$ cat src/rtl/htt_pkg.sv
package htt_pkg;
  localparam int unsigned REG_AW      = 1;
  localparam int unsigned REG_DW      = 8;
  localparam logic [REG_AW-1:0] ADDR_LIMIT  = 1'b0;
  localparam logic [REG_AW-1:0] ADDR_STATUS = 1'b1;
  localparam int unsigned ST_IRQ_BIT  = 0;
  localparam int unsigned ST_RUN_BIT  = 1;
endpackage

$ cat src/rtl/htt_prescale.sv
module htt_prescale #(
  parameter int unsigned PRE_W = 11
) (
  input  logic clk,
  input  logic rst_n,
  input  logic clr,
  input  logic en,
  output logic tick
);
  logic [PRE_W-1:0] div_q, div_d;

  assign tick = en && !clr && (&div_q);

  always_comb begin
    div_d = div_q;
    if (clr)     div_d = '0;
    else if (en) div_d = div_q + 1'b1;
  end

  always_ff @(posedge clk or negedge rst_n) begin
    if (!rst_n) div_q <= '0;
    else        div_q <= div_d;
  end
endmodule

$ cat src/rtl/htt_count.sv
module htt_count #(
  parameter int unsigned CNT_W   = 14,
  parameter int unsigned LIMIT_W = 8
) (
  input  logic               clk,
  input  logic               rst_n,
  input  logic               clr,
  input  logic               tick,
  input  logic [LIMIT_W-1:0] limit,
  output logic               match
);
  logic [CNT_W-1:0] cnt_q, cnt_d;

  assign match = (cnt_q[CNT_W-1 -: LIMIT_W] == limit);

  always_comb begin
    cnt_d = cnt_q;
    if (clr)       cnt_d = '0;
    else if (tick) cnt_d = cnt_q + 1'b1;
  end

  always_ff @(posedge clk or negedge rst_n) begin
    if (!rst_n) cnt_q <= '0;
    else        cnt_q <= cnt_d;
  end


  cnt_restart_chk: assert property (@(posedge clk) disable iff (!rst_n)
    clr |=> (cnt_q == '0));


  cnt_hold_chk: assert property (@(posedge clk) disable iff (!rst_n)
    (!clr && !tick) |=> $stable(cnt_q));
endmodule

$ cat src/rtl/htt_ctrl.sv
module htt_ctrl (
  input  logic clk,
  input  logic rst_n,
  input  logic start,
  input  logic host_evt,
  input  logic match,
  output logic run,
  output logic tmo
);
  logic run_d;

  assign tmo = run && match && !host_evt && !start;

  always_comb begin
    run_d = run;
    if (start)                          run_d = 1'b1;
    else if (run && (host_evt || match)) run_d = 1'b0;
  end

  always_ff @(posedge clk or negedge rst_n) begin
    if (!rst_n) run <= 1'b0;
    else        run <= run_d;
  end


  run_on_start_chk: assert property (@(posedge clk) disable iff (!rst_n)
    start |=> run);


  host_stop_chk: assert property (@(posedge clk) disable iff (!rst_n)
    (run && host_evt && !start) |=> !run);
endmodule

$ cat src/rtl/htt_regs.sv
module htt_regs
  import htt_pkg::*;
#(
  parameter int unsigned LIMIT_W = 8
) (
  input  logic              clk,
  input  logic              rst_n,
  input  logic [REG_AW-1:0] addr,
  input  logic              wr,
  input  logic [REG_DW-1:0] wdata,
  input  logic              tmo,
  input  logic              run,
  output logic [LIMIT_W-1:0] limit,
  output logic [REG_DW-1:0] rdata,
  output logic              irq
);
  logic [LIMIT_W-1:0] limit_d;
  logic               irq_d;
  logic               wr_lim, wr_clr;

  assign wr_lim = wr && (addr == ADDR_LIMIT);
  assign wr_clr = wr && (addr == ADDR_STATUS) && wdata[ST_IRQ_BIT];

  always_comb begin
    limit_d = limit;
    if (wr_lim) limit_d = wdata[LIMIT_W-1:0];
    irq_d = irq;
    if (tmo)         irq_d = 1'b1;
    else if (wr_clr) irq_d = 1'b0;
  end

  always_ff @(posedge clk or negedge rst_n) begin
    if (!rst_n) begin
      limit <= '1;
      irq   <= 1'b0;
    end else begin
      limit <= limit_d;
      irq   <= irq_d;
    end
  end

  always_comb begin
    rdata = '0;
    if (addr == ADDR_LIMIT) begin
      rdata[LIMIT_W-1:0] = limit;
    end else begin
      rdata[ST_IRQ_BIT] = irq;
      rdata[ST_RUN_BIT] = run;
    end
  end


  limit_wr_chk: assert property (@(posedge clk) disable iff (!rst_n)
    wr_lim |=> (limit == $past(wdata[LIMIT_W-1:0])));


  irq_cause_chk: assert property (@(posedge clk) disable iff (!rst_n)
    $rose(irq) |-> $past(tmo));


  irq_sticky_chk: assert property (@(posedge clk) disable iff (!rst_n)
    (irq && !wr_clr) |=> irq);
endmodule

$ cat src/rtl/htt_timer.sv
module htt_timer
  import htt_pkg::*;
#(
  parameter int unsigned PRE_W   = 11,
  parameter int unsigned CNT_W   = 14,
  parameter int unsigned LIMIT_W = 8
) (
  input  logic              clk,
  input  logic              rst_n,
  input  logic              wait_start,
  input  logic              host_evt,
  input  logic [REG_AW-1:0] reg_addr,
  input  logic              reg_wr,
  input  logic [REG_DW-1:0] reg_wdata,
  output logic [REG_DW-1:0] reg_rdata,
  output logic              irq
);
  logic [1:0]         rs_q;
  logic               rst_i;
  logic               tick, match, run, tmo;
  logic [LIMIT_W-1:0] limit;

  always_ff @(posedge clk or negedge rst_n) begin
    if (!rst_n) rs_q <= 2'b00;
    else        rs_q <= {rs_q[0], 1'b1};
  end
  assign rst_i = rs_q[1];

  htt_prescale #(.PRE_W(PRE_W)) u_pre (
    .clk(clk), .rst_n(rst_i), .clr(wait_start), .en(run), .tick(tick)
  );

  htt_count #(.CNT_W(CNT_W), .LIMIT_W(LIMIT_W)) u_cnt (
    .clk(clk), .rst_n(rst_i), .clr(wait_start), .tick(tick),
    .limit(limit), .match(match)
  );

  htt_ctrl u_ctrl (
    .clk(clk), .rst_n(rst_i), .start(wait_start), .host_evt(host_evt),
    .match(match), .run(run), .tmo(tmo)
  );

  htt_regs #(.LIMIT_W(LIMIT_W)) u_regs (
    .clk(clk), .rst_n(rst_i), .addr(reg_addr), .wr(reg_wr),
    .wdata(reg_wdata), .tmo(tmo), .run(run), .limit(limit),
    .rdata(reg_rdata), .irq(irq)
  );
endmodule

$ cat config.mk
export PLATFORM = sky130hd
export DESIGN_NAME = htt_timer
export DESIGN_NICKNAME = d
export VERILOG_FILES = /design/src/rtl/htt_pkg.sv /design/src/rtl/htt_prescale.sv /design/src/rtl/htt_count.sv /design/src/rtl/htt_ctrl.sv /design/src/rtl/htt_regs.sv /design/src/rtl/htt_timer.sv
export SDC_FILE = /design/constraint.sdc
export NUM_CORES = 1
export LEC_CHECK = 0
export CAP_MARGIN = 20
export CELL_PAD_IN_SITES_DETAIL_PLACEMENT = 0
export CELL_PAD_IN_SITES_GLOBAL_PLACEMENT = 1
export CORE_ASPECT_RATIO = 0.8
export CORE_UTILIZATION = 39
export CTS_BUF_LIST = sky130_fd_sc_hd__clkbuf_8 sky130_fd_sc_hd__clkbuf_16
export DETAILED_ROUTE_END_ITERATION = 7
export PLACE_DENSITY = 0.74
export SETUP_SLACK_MARGIN = 0.15
export SYNTH_ARGS = -nofsm -noshare
export SYNTH_HDL_FRONTEND = slang
export SYNTH_SLANG_ARGS = --single-unit
$ cat constraint.sdc
create_clock -name clk -period 1.1 [get_ports clk]
set_input_delay 0.22 -clock clk [delete_from_list [all_inputs] [get_ports clk]]
set_output_delay 0.22 -clock clk [all_outputs]
set_load 0.01 [all_outputs]
==> out/qor.csv, run 1 <==
metric,value,unit
synth-main-ff-cell,dfrtp_1,
ctsHtreeMaxLevel,2,
synth_common_cells,"dfrtp_1 (29), nor2_1 (21), mux2_2 (14), xor2_1 (14), nor2b_1 (11)",
seqCellArea,937,um^2
dp_hpwl,3330,um
critPathKind,reg2reg,
p_leak,1.50,nW
rsz0062_at_grt,true,
nNetsFinal,284,
wire_per_inst,14.6,um
wl,4820,um
multi_input_area,0.00118,mm^2
r2r_end,u_cnt.cnt_q[9]$_DFFE_PN0P_,
clock-sinks,37,
ys_ff_latch,37,
grt_overflow,0,
holdWs,0.0823,ns
antenna_found_initial,0,
via_per_inst,5.10,
cap_violations,0,
place.gp.congestion,0.778,
finalMaxSlewViolations,0,
clk_path_buf_depth,2,
cts_buffers,5,
grt_pass1_wl,8200,um
drcViolationCount,0,
violations,setup timing,
syn_area,0.00191,mm^2
clk_pin_slew,0.07,ns
synth_nets,199,
via_count,1677,
hp-class,in2async,
cp.arrival,1.95,ns
final_util,0.659,
critPathSlowestCell,or4_1,
slowest_delay,0.52,ns
fp.coreArea,0.00465,mm^2
yosysMostFrequentCell,dfrtp_1,
preCtsSetupSlack,-0.693,ns
synth-edff-count,0,
worstReg2RegStart,u_cnt.cnt_q[2]$_DFFE_PN0P_,
worstSetupStartpointType,flip-flop,
clkLatencyLatePin,0.29,ns
grt_max_degree,36,
avgSynthCellArea,10.4,um^2
r2r_setup_slack,-0.63,ns
async_flop_share,1.00,
start_util,0.410,
synth_top_area_share,0.380,
first_pass_iters,4,
synthToLayoutAreaGrowth,60.7,%
n_fill_cell,340,
setup_ws,-0.628,ns
ant_nets,0,
crit_fanout,3,
die_area,0.00518,mm^2
design.portCount,23,
seq_area_frac_synth,0.490,
finalClockSkew,0.00434,ns
cellPowerDensity,986,mW/mm^2
finalHoldViolations,0,
ir_drop,664,uV
dieWidth,80.2,um
antenna_cells,0,
finalSetupViolations,34,
synth_cells,183,
synthTopCellsByArea,"dfrtp_1 (38%), dfstp_2 (11%), mux2_2 (8.3%)",
min_period,1.73,ns
tritoncts,built,
dieHeight,64.6,um
yosysUniqueCellTypes,35,
path_cells,nand4_1 > buf_6 > or4_1 > or3_1 > a21oi_2,
fmax,579,MHz
synth_top_cell_by_area,dfrtp_1,
cts-root-buf,clkbuf_8,
fin_crit_sh,1.57,
final_layout_size_suffix_gt1_frac,0.517,
portBuffers,22,
reg2regPathDepth,5,
grt_pass1_vias,1744,
end_kind,flip-flop,
track_usage,0.210,
status,"complete, but fails checks",
drtIter0Drc,83,
worstPathRequired,1.32,ns
num_rows,22,
yosys_warnings,0,
==> routing by layer <==
| layer | GRT usage | part of all wire | up-vias |
|---|---|---|---|
| met4 | 0.0670 | 0.012 | 0 |
| met3 | 0.0423 | 0.030 | 7 |
| met2 | 0.358 | 0.50 | 24 |
| li1 | - | - | 805 |
| met5 | 0 | 0 | - |
| met1 | 0.267 | 0.46 | 841 |
==> power breakdown <==
group          total (W)  internal (W)  switching [W]
clock           0.000916      0.000430       0.000486
combinational   0.000587      0.000366       0.000221
sequential       0.00152       0.00146      0.0000655
==> area by class of cell <==
class	count	share of cell area
inverters	4	0.00489
clock inverters	3	0.00449
multi-input cells	135	0.384
clock buffers	5	0.0224
flip-flops and latches	37	0.305
well taps	60	0.0245
repair buffers	85	0.254
==> worst max-delay path by stage <==
stage	startpoint	endpoint	slack [ns]	depth (start not counted)
floorplan	u_pre.div_q[0]$_DFFE_PN0P_	u_cnt.cnt_q[9]$_DFFE_PN0P_	-0.59	5
detailed placement	reg_addr	reg_rdata[0]	-0.69	3
CTS	u_cnt.cnt_q[0]$_DFFE_PN0P_	u_cnt.cnt_q[6]$_DFFE_PN0P_	-0.61	5
global placement	reg_addr	reg_rdata[0]	-0.69	3
global route	u_pre.div_q[1]$_DFFE_PN0P_	u_cnt.cnt_q[8]$_DFFE_PN0P_	-0.70	5
finish	u_cnt.cnt_q[2]$_DFFE_PN0P_	u_cnt.cnt_q[9]$_DFFE_PN0P_	-0.63	5
==> cell usage in the layout, fill, tap and decap left out, drive strengths merged, types with 8 or more instances in the layout <==
cell type      count
buf               73
clkdlybuf4s50     11
dfrtp             29
dfstp              8
mux2              14
nand2              9
nand3              9
nor2              21
nor2b             11
xor2              14
==> repair_timing <==
item                                    CTS  global route
resized for setup                        73            22
hold buffers                              0             0
pin swaps                                18            17
endpoints found under the setup margin   42            44
buffers inserted                          8             9
==> cells by family (layout without fill, tap and decap cells) <==
group / count (synthesis) / in the layout / share of synthesized area
AO/OA/AOI/OAI: 16 / 16 / 0.0498
XOR/XNOR: 20 / 20 / 0.0917
adder cells (fa/ha/maj): 2 / 2 / 0.0131
buffers and inverters: 11 / 97 / 0.0242
flip-flops: 37 / 37 / 0.490
multiplexers: 16 / 16 / 0.0931
other: 1 / 1 / 0.00196
AND/OR/NAND/NOR: 80 / 80 / 0.236
==> through the flow <==
stage | setup TNS (ns) | cells | instance area [um^2] | power (W)
finish | -11.96 | 329 | 3070 | 0.00303
global route | -14.38 | 329 | 3070 | 0.00317
CTS | -12.11 | 320 | 2910 | 0.00297
detailed placement | -19.70 | 304 | 2660 | 0.00200
global placement | -18.44 | 304 | 2660 | 0.00197
floorplan | -8.17 | 183 | 2050 | 0.00178
==> worst max-delay path, delay by kind of cell (launching register included) <==
| family | cells | cell delay, ns |
|---|---|---|
| buffers and inverters | 1 | 0.17 |
| DFF | 1 | 0.37 |
| AOI/OAI and AO/OA | 1 | 0.12 |
| and+or+nand+nor | 3 | 1.00 |
==> registers in the layout (all words and copies together) (netlist names) <==
signal	flops
u_cnt.cnt_q	14
u_pre.div_q	11
u_regs.limit	8
rs_q	2
u_ctrl.run	1
u_regs.irq	1
(Power assumes the default switching activity.)
==> run 2: changes to the inputs <==
Settings changed: CAP_MARGIN 20 to 10, MAX_ROUTING_LAYER set to met4.
==> out/qor.csv, run 2 (synthesis results as in run 1) <==
metric,value,unit,change
dieWidth,80.2,um,unchanged
multi_input_area,0.00118,mm^2,unchanged
r2r_end,u_cnt.cnt_q[9]$_DFFE_PN0P_,,
reg2regPathDepth,5,,unchanged
p_leak,1.51,nW,+0.40%
met2_length,2440,um,+1.7%
violations,setup timing,,
rsz0062_at_grt,true,,
design.portCount,23,,unchanged
status,"complete, but fails checks",,
dieHeight,64.6,um,unchanged
track_usage,0.216,,+0.00620
die_area,0.00518,mm^2,unchanged
pwr-share-comb,0.196,,+0.002
grt_overflow,0,,unchanged
fp.coreArea,0.00465,mm^2,unchanged
largest_reg_flops,14,,unchanged
largest_register,u_cnt.cnt_q,,
top_regs,"u_cnt.cnt_q: 14 flops, u_pre.div_q: 11 flops, u_regs.limit: 8 flops",,
wire_per_inst,14.7,um,+0.69%
p_int,0.00226,W,+0.21%
cp.arrival,1.95,ns,about the same
clk_pin_slew,0.07,ns,about the same
via_count,1670,,-0.42%
finalPower,0.00303,W,+0.17%
tritoncts,built,,
clock-sinks,37,,unchanged
drcViolationCount,0,,unchanged
wl,4860,um,+1.0%
preCtsSetupSlack,-0.693,ns,unchanged
setup_ws,-0.634,ns,-0.00572 ns
dr.max_layer_used,met4,,
min_period,1.73,ns,+0.00572 ns
ctsHtreeMaxLevel,2,,unchanged
first_pass_iters,4,,unchanged
finalHoldViolations,0,,unchanged
r2r_setup_slack,-0.63,ns,about the same
n_fill_cell,338,,-0.59%
final_layout_size_suffix_gt1_frac,0.519,,+0.00179
cts-root-buf,clkbuf_8,,
cts_buffers,5,,unchanged
clk_path_buf_depth,2,,unchanged
grt_pass1_vias,1737,,-0.40%
synthToLayoutAreaGrowth,61.3,%,
cap_violations,0,,unchanged
clkLatencyLatePin,0.29,ns,about the same
setup_tns,-11.97,ns,-0.00830 ns
end_kind,flip-flop,,
num_rows,22,,unchanged
place.gp.congestion,0.788,,+1.4%
wl_met3,124,um,-14%
via_per_inst,5.06,,-0.72%
fmax,577,MHz,-0.33%
start_util,0.410,,unchanged
hp-class,in2async,,
antenna_cells,0,,unchanged
crit_fanout,3,,unchanged
final_cell_mix,"buf_4 (41), dfrtp_1 (28), buf_6 (23)",,
final_util,0.662,,+0.00242
drtIter0Drc,80,,-3.6%
finalSetupViolations,35,,+2.9%
fin_crit_sh,1.58,,+0.00520
worstPathRequired,1.32,ns,about the same
cellPowerDensity,984,mW/mm^2,-0.20%
worstReg2RegStart,u_cnt.cnt_q[2]$_DFFE_PN0P_,,
pwr-share-clk,0.302,,about the same
pwr-share-seq,0.502,,about the same
power_switching,0.000773,W,about the same
swShare,0.255,,-0.000335
grt_max_degree,36,,unchanged
nNetsFinal,285,,+0.35%
met1_length,2260,um,+2.3%
grt_pass1_wl,8200,um,about the same
holdWs,0.0845,ns,+0.00220 ns
ir_drop,667,uV,+0.37%
antenna_found_initial,0,,unchanged
critPathKind,reg2reg,,
finalClockSkew,0.00384,ns,-0.000504 ns
portBuffers,22,,unchanged
worstSetupStartpointType,flip-flop,,
dp_hpwl,3330,um,unchanged
layout_commonest_cell,buf_4,,
seqCellArea,937,um^2,unchanged
ant_nets,0,,unchanged
finalMaxSlewViolations,0,,unchanged
## run 2: changes by cell type in the layout (fill, tap and decap cells not counted)
| cell | before | now |
|---|---|---|
| buf_6 | 22 | 23 |
## run 2: cell type report
type                            count  share of cell area
Timing Repair Buffer               86               0.257
Inverter                            4             0.00488
Clock inverter                      3             0.00447
Clock buffer                        5              0.0223
Sequential cell                    37               0.304
Multi-Input combinational cell    135               0.383
Tap cell                           60              0.0244
## run 2: worst max-delay path: stages (launching register included)
cell and delay (ns):
dfrtp_1 0.37, nand4_1 0.16, buf_6 0.17, or4_1 0.52
or3_1 0.33, a21oi_2 0.12
## run 2: how the worst max path moves through the flow
stage	from	endpoint	cells after the start
finish	u_cnt.cnt_q[2]$_DFFE_PN0P_	u_cnt.cnt_q[9]$_DFFE_PN0P_	5
global route	u_pre.div_q[1]$_DFFE_PN0P_	u_cnt.cnt_q[8]$_DFFE_PN0P_	5
CTS	u_cnt.cnt_q[0]$_DFFE_PN0P_	u_cnt.cnt_q[6]$_DFFE_PN0P_	5
detailed placement	reg_addr	reg_rdata[0]	3
global placement	reg_addr	reg_rdata[0]	3
floorplan	u_pre.div_q[0]$_DFFE_PN0P_	u_cnt.cnt_q[9]$_DFFE_PN0P_	5
## run 2: through the flow
stage | std cells | cell area (um^2)
after floorplan | 183 | 2050
after global placement | 304 | 2660
after detailed placement | 304 | 2660
after CTS | 320 | 2910
after global routing | 330 | 3080
final | 330 | 3080
## run 2: timing repair
| item | in CTS | in global routing |
|---|---|---|
| gates resized for setup | 73 | 23 |
| setup endpoints to repair | 42 | 44 |
| buffers inserted | 8 | 10 |
| pin swaps | 18 | 17 |
| hold buffers | 0 | 0 |
## run 2: power groups by stage
stage / sequential [W] / combinational, W / clock, W
global placement: 0.00154 / 0.000437 / 0
CTS: 0.00152 / 0.000503 / 0.000946
global route: 0.00153 / 0.000637 / 0.00101
detailed placement: 0.00154 / 0.000457 / 0
floorplan: 0.00154 / 0.000237 / 0
finish: 0.00152 / 0.000593 / 0.000915
## run 2: layer usage
| layer | track usage | vias up |
|---|---|---|
| met4 | 0.0670 | 0 |
| li1 | - | 806 |
| met1 | 0.269 | 840 |
| met2 | 0.357 | 20 |
| met3 | 0.0423 | 4 |
| met5 | - | - |
